## config.mk

```make
export PLATFORM = sky130hd
export DESIGN_NAME = lalu_top
export DESIGN_NICKNAME = d
export VERILOG_FILES = /design/src/rtl/lalu_pkg.sv /design/src/rtl/lalu_ctrl.sv /design/src/rtl/lalu_datapath.sv /design/src/rtl/lalu_top.sv
export SDC_FILE = /design/constraint.sdc
export NUM_CORES = 1
export LEC_CHECK = 0
export ABC_AREA = 0
export BUFFER_PORTS_ARGS = -buffer_cell sky130_fd_sc_hd__buf_2
export CAP_MARGIN = 20
export CORE_MARGIN = 3
export CORE_UTILIZATION = 30
export DETAILED_ROUTE_END_ITERATION = 8
export PLACE_DENSITY = 0.52
export SLEW_MARGIN = 20
export SYNTH_ARGS = -nofsm -noshare
export SYNTH_HDL_FRONTEND = slang
export SYNTH_HIERARCHICAL = 1
export SYNTH_SLANG_ARGS = --single-unit
```

## constraint.sdc

```tcl
create_clock -name clk -period 2.25 [get_ports clk]
set_input_delay 0.1125 -clock clk [delete_from_list [all_inputs] [get_ports clk]]
set_output_delay 0.1125 -clock clk [all_outputs]
set_load 0.005 [all_outputs]
```

## src/rtl/lalu_pkg.sv

```systemverilog
package lalu_pkg;

  localparam int DATA_W = 8;
  localparam int OP_W   = 2;

  // flag bit positions in the packed byte
  localparam int F_C  = 0;
  localparam int F_N  = 1;
  localparam int F_PV = 2;
  localparam int F_B3 = 3;
  localparam int F_H  = 4;
  localparam int F_B5 = 5;
  localparam int F_Z  = 6;
  localparam int F_S  = 7;

  typedef enum logic [OP_W-1:0] {
    OP_NONE = 2'b00,
    OP_AND  = 2'b01,
    OP_OR   = 2'b10,
    OP_XOR  = 2'b11
  } logOp_e;

  typedef struct packed {
    logic   accWe;
    logic   flagOpWe;
    logic   flagLoadWe;
    logOp_e op;
  } ctrl_t;

endpackage

```

## src/rtl/lalu_ctrl.sv

```systemverilog
module lalu_ctrl
  import lalu_pkg::*;
(
  input  logic [OP_W-1:0] opSel,
  input  logic            flagLoad,
  output ctrl_t           ctrl
);

  logOp_e opDec;

  always_comb begin
    opDec = logOp_e'(opSel);
    ctrl = '0;
    ctrl.op = opDec;
    if (opDec != OP_NONE) begin
      // operation wins over a simultaneous flag load
      ctrl.accWe    = 1'b1;
      ctrl.flagOpWe = 1'b1;
    end else if (flagLoad) begin
      ctrl.flagLoadWe = 1'b1;
    end
  end

endmodule

```

## src/rtl/lalu_datapath.sv

```systemverilog
module lalu_datapath
  import lalu_pkg::*;
(
  input  logic              clk,
  input  logic              rstN,
  input  ctrl_t             ctrl,
  input  logic [DATA_W-1:0] operand,
  input  logic [DATA_W-1:0] flagIn,
  output logic [DATA_W-1:0] accQ,
  output logic [DATA_W-1:0] flagQ
);

  logic [DATA_W-1:0] result;
  logic [DATA_W-1:0] opFlags;

  always_comb begin
    unique case (ctrl.op)
      OP_AND:  result = accQ & operand;
      OP_OR:   result = accQ | operand;
      OP_XOR:  result = accQ ^ operand;
      default: result = accQ;
    endcase
  end

  always_comb begin
    opFlags        = '0;
    opFlags[F_S]   = result[DATA_W-1];
    opFlags[F_Z]   = (result == '0);
    opFlags[F_B5]  = result[5];
    opFlags[F_H]   = (ctrl.op == OP_AND);
    opFlags[F_B3]  = result[3];
    opFlags[F_PV]  = ~^result;
    opFlags[F_N]   = 1'b0;
    opFlags[F_C]   = 1'b0;
  end

  always_ff @(posedge clk) begin
    if (!rstN) begin
      accQ  <= '0;
      flagQ <= '0;
    end else begin
      if (ctrl.accWe) accQ <= result;
      if (ctrl.flagOpWe)        flagQ <= opFlags;
      else if (ctrl.flagLoadWe) flagQ <= flagIn;
    end
  end

endmodule

```

## src/rtl/lalu_top.sv

```systemverilog
module lalu_top
  import lalu_pkg::*;
(
  input  logic        clk,
  input  logic        rstN,
  input  logic [1:0]  opSel,
  input  logic [7:0]  operand,
  input  logic        flagLoad,
  input  logic [7:0]  flagIn,
  output logic [7:0]  acc,
  output logic [7:0]  flags
);

  ctrl_t ctrl;

  lalu_ctrl u_ctrl (
    .opSel    (opSel),
    .flagLoad (flagLoad),
    .ctrl     (ctrl)
  );

  lalu_datapath u_dp (
    .clk     (clk),
    .rstN    (rstN),
    .ctrl    (ctrl),
    .operand (operand),
    .flagIn  (flagIn),
    .accQ    (acc),
    .flagQ   (flags)
  );

endmodule

```

# Yosys cells after proc, flatten, opt, wreduce, memory -nomap -nowiden
# Cells that the tools add are included.
# word_totals
register_bits,16
input_bits,21
out_inout_bits,16
wordCells,21
# op_classes
eq_ne,3
n_mux,6
bitwise_logic,4
n_reduce_logical,5
# op_table
op,count
8-bit case mux with 3 select lines,1
8-bit 2-to-1 mux,2
8-bit bitwise AND,1
8-bit zero test,1
8-bit bitwise OR,1
8-bit XNOR reduction,1
8-bit XOR,1
"2-bit == test, second input constant",2
2-bit nonzero test,2
"2-bit by 1-bit == test with 1-bit output, second input constant",1
1-bit 2-to-1 mux,2
2-bit 2-to-1 mux,1
2-bit OR reduction,1
1-bit inverter,1

# Logic depth before layout (Yosys ltp)
# logic_depth
ltp_word,4
depth_mapped,10
depth_no_buf,8

# Cells and area by module
# The synthesis kept the hierarchy.
# by_module_without_submodules
mod,instances,cells_each,area_each_um2,seq_area_each_um2
lalu_datapath,1,154,1375.1,320.3
lalu_ctrl,1,5,36.3,0.0

# Worst setup path after synthesis
# No wires, ideal clock.
# synth_path
path_type,register -> register
from,reg u_dp.accQ[3]
to,reg u_dp.flagQ[2]
setup_ps,136
arrival_ps,1868
required_ps,2114
setup_slack_ps,246
stages_incl_launch_ff,9
path_buffers,0
period_less_slack_ps,2004
path_cell_list,dfxtp_1 > inv_1 > ha_1 > inv_1 > mux4_2 > ha_1 > xor2_1 > xnor2_1 > a21oi_1
# synth_via
elab_chain_len,4
elab_cells_between_ends,6
cone_classes,2 x mux; 3 x bitwise; 1 x reduce/logical
# synth_lines
item,line,rtl
start: declaration,lalu_datapath.sv:9,"output logic [DATA_W-1:0] accQ,"
start signal: assignment,lalu_datapath.sv:42,if (ctrl.accWe) accQ <= result;
8-bit XOR (tied with other cells),lalu_datapath.sv:20,OP_XOR: result = accQ ^ operand;
8-bit case mux with 3 select lines (*),lalu_datapath.sv:17,unique case (ctrl.op)
8-bit XNOR reduction (*),lalu_datapath.sv:32,opFlags[F_PV] = ~^result;
8-bit 2-to-1 mux (*),lalu_datapath.sv:43,if (ctrl.flagOpWe) flagQ <= opFlags;
end signal: assignment,lalu_datapath.sv:43,
end signal: assignment,lalu_datapath.sv:44,else if (ctrl.flagLoadWe) flagQ <= flagIn;
end: declaration,lalu_datapath.sv:10,output logic [DATA_W-1:0] flagQ
# Mark *: on every way between the ends. The rest lies on a longest branch, timed or not.
# A chain may end at the register's enable or synchronous reset.

# Worst setup path in the final report
# layout_path
from,reg u_dp.accQ[5]
to,reg u_dp.flagQ[2]
# The elaborated chain is that of the path after synthesis.

==> run summary <==
HPWL Detailed: 2.321 mm
Max-slew violation count: 0
Area Overhead vs Synth: 18.17%
Syn_nets: 200
Worst setup margin: 0.1942 ns
CP max FO: 4
# fillers: 472
Post-Route WL: 2.926 mm
CTS H-tree lvls: 1
Post-route cell area: 1668 sq um
Yosys reg bits: 16
Flop-to-flop setup slack: 0.19 ns
Post-cts resize count: 0
FP Rows: 24
Async set-reset flop share out of synthesis: 0%
Post-synth cell types: 32
Yosys warning count: 6
Adder-Cell Fraction of Synth Area: 17.73%
Cts bufs inserted: 3
Tightest Hold Check Type: in -> reg
Critical path type: reg -> reg
Cts hold-fix bufs: 0
Initial antenna violation count: 0
Pre-CTS setup slack: 0.1992 ns
Synth Area in XOR/XNOR: 1.862%
Hold Path Depth: 3
Syn_area_per_cell: 8.876 sq um
Status: complete, no violations
Vias/cell: 4.697
Final hold violations: 0
Iteration-0 DRC Markers: 54
PwrDens: 521.0 nW/um^2
Seq/Total Area, Yosys: 22.70%
R2R Path End: u_dp/flagQ[2]
Slew at the pin closest to its max-slew limit: 0.3968 ns
Clock Pin Slew Worst Setup and Hold Paths: 0.07 ns
Cells after DPL: 240
Simple-Gate Fraction of Synth Area: 15.60%
Tmin final: 2.056 ns
Multi-input combinational cell area: 923.4 sq um
Worst setup SP type: register
First-pass GRT wire length: 4.774 mm
Compound-gate portion of the synthesized area: 15.87%
Final ANT Viol Nets: 0
Post-Place Cell Area: 1613 sq um
Data arrival, critical path: 2.20 ns
FMAX: 0.4864 GHz
Initial core utilization: 31.76%
Hold endpoint: u_dp/flagQ[0]
MaxCap Viol Count: 0
PortBufs: 36
Overall power: 869.0 uW
Req. time, crit path: 2.39 ns
Setup TNS: 0 ns
Reg area: 320.3 sq um
Residual DRC count: 0
Post-layout util: 37.53%
Non-Filler Instances: 244
Worst Hold Slack: 0.09621 ns
Clk sinks: 16
Hold_sp: flagIn[0]
Setup violators final: 0
# IOs: 37
Pleak: 0.8200 nW
Core area: 4444 sq um
Die X: 74.59 microns
Tot GR Track Use: 11.02%
Post-CTS setup buffers: 0
Post-synth EDFFs: 0
Post-Synthesis Cell Area: 1411 sq um
Total gr overflow: 0
Fin nets: 234
Wire length per cell: 11.99 microns
RSZ-0062 raised after global routing: false
CTS tree: yes
Synthesized instance count: 159
Period Utilization, post-route: 91.37%
Worst slew margin: 73.55%
Post-synthesis mux area share: 14.36%
Vias in the first global route: 1,078
Largest net degree at the start of global routing: 22
GP Congestion: 0.8410
RR Startpoint: u_dp/accQ[5]
Die area: 5564 sq um
Clk_skew: 0.006295 ns
Antenna diode count: 0
Worst-Skew Late Latency: 0.26 ns
Die height: 74.59 microns
DR vias: 1,146
Root buffer cell: clkbuf_8
Buffers from clock root to sink, at most: 2
Ys flop type: dfxtp_1
R2R cell count: 8
Max VDD drop: 0.3334 mV
Crit path capture type: register
Main combinational cell family by area after synthesis: adder cells
Share of post-route cells with drive strength above 1: 27.08%
DRT Pass-1 Iters: 4
## state kept, by name, summed over array words and instances (netlist names)
name,count
u_dp/accQ,8
u_dp/flagQ,8
## per-layer routing
metal	vias to the layer above	routed length, microns	GRT usage (%)
met2	37	1211	18.24
li1	611	-	-
met4	0	0	1.186
met5	-	0	0
met3	0	207	3.243
met1	498	1507	14.72
## synthesized netlist by cell type (3+ instances only)
| library cell | n | area [sq um] |
|---|---|---|
| and3b_1 | 4 | 35.03 |
| o2bb2ai_1 | 8 | 70.07 |
| inv_1 | 22 | 82.58 |
| mux4_2 | 3 | 67.56 |
| o21ai_1 | 4 | 20.02 |
| mux2i_1 | 9 | 90.09 |
| buf_2 | 5 | 25.02 |
| dfxtp_1 | 16 | 320.3 |
| nand2b_1 | 16 | 100.1 |
| a32oi_1 | 4 | 35.03 |
| a31oi_1 | 9 | 56.30 |
| mux2_1 | 3 | 33.78 |
| nor2_1 | 7 | 26.28 |
| buf_4 | 4 | 30.03 |
| ha_1 | 20 | 250.2 |
| nand2_1 | 5 | 18.77 |
## worst max-delay path, stage by stage, from the launching register on
cell	delay (ns)
dfxtp_1	0.37
inv_1	0.08
ha_1	0.28
inv_1	0.04
mux4_2	0.49
ha_1	0.31
xor2_1	0.17
xnor2_1	0.13
a21oi_1	0.08
## power by group
part	switching [mW]	internal, mW
Clock	0.114	0.156
Combinational	0.133	0.139
Sequential	0.0179	0.309
Total	0.265	0.604
## cell type report
cell class | instances | share of cell area, %
multi-input cells | 108 | 55.36
well taps | 52 | 3.901
repair buffers | 41 | 13.05
inverters | 23 | 5.176
clock buffers | 4 | 3.301
flip-flops and latches | 16 | 19.20
## cell families after synthesis
family | count (synthesis)
and+or+nand+nor | 38
buffers and inverters | 35
AOI/OAI and AO/OA | 31
adders and majority gates | 20
muxes | 16
DFF | 16
xor gates and xnor gates | 3
## cell usage in the layout, fill, tap and decap left out, types with 3 or more instances in the layout
| cell | instances |
|---|---|
| a31oi_1 | 9 |
| a32oi_1 | 4 |
| and3b_1 | 4 |
| buf_2 | 36 |
| buf_4 | 5 |
| clkbuf_8 | 4 |
| dfxtp_1 | 16 |
| ha_1 | 20 |
| inv_1 | 22 |
| mux2_1 | 3 |
| mux2i_1 | 9 |
| mux4_2 | 3 |
| nand2_1 | 5 |
| nand2b_1 | 16 |
| nor2_1 | 7 |
| o21ai_1 | 4 |
| o2bb2ai_1 | 8 |
## worst max-delay path by stage
stage	startpoint	endpoint	slack, ns	depth (start not counted)
after global placement	u_dp/accQ[3]	u_dp/flagQ[2]	0.24	8
final	u_dp/accQ[5]	u_dp/flagQ[2]	0.19	8
after detailed placement	u_dp/accQ[3]	u_dp/flagQ[2]	0.20	8
after CTS	u_dp/accQ[7]	u_dp/flagQ[2]	0.18	8
after global routing	u_dp/accQ[3]	u_dp/flagQ[2]	0.08	8
after floorplan	u_dp/accQ[3]	u_dp/flagQ[2]	0.25	8
Power figures use the tool's default switching activity.
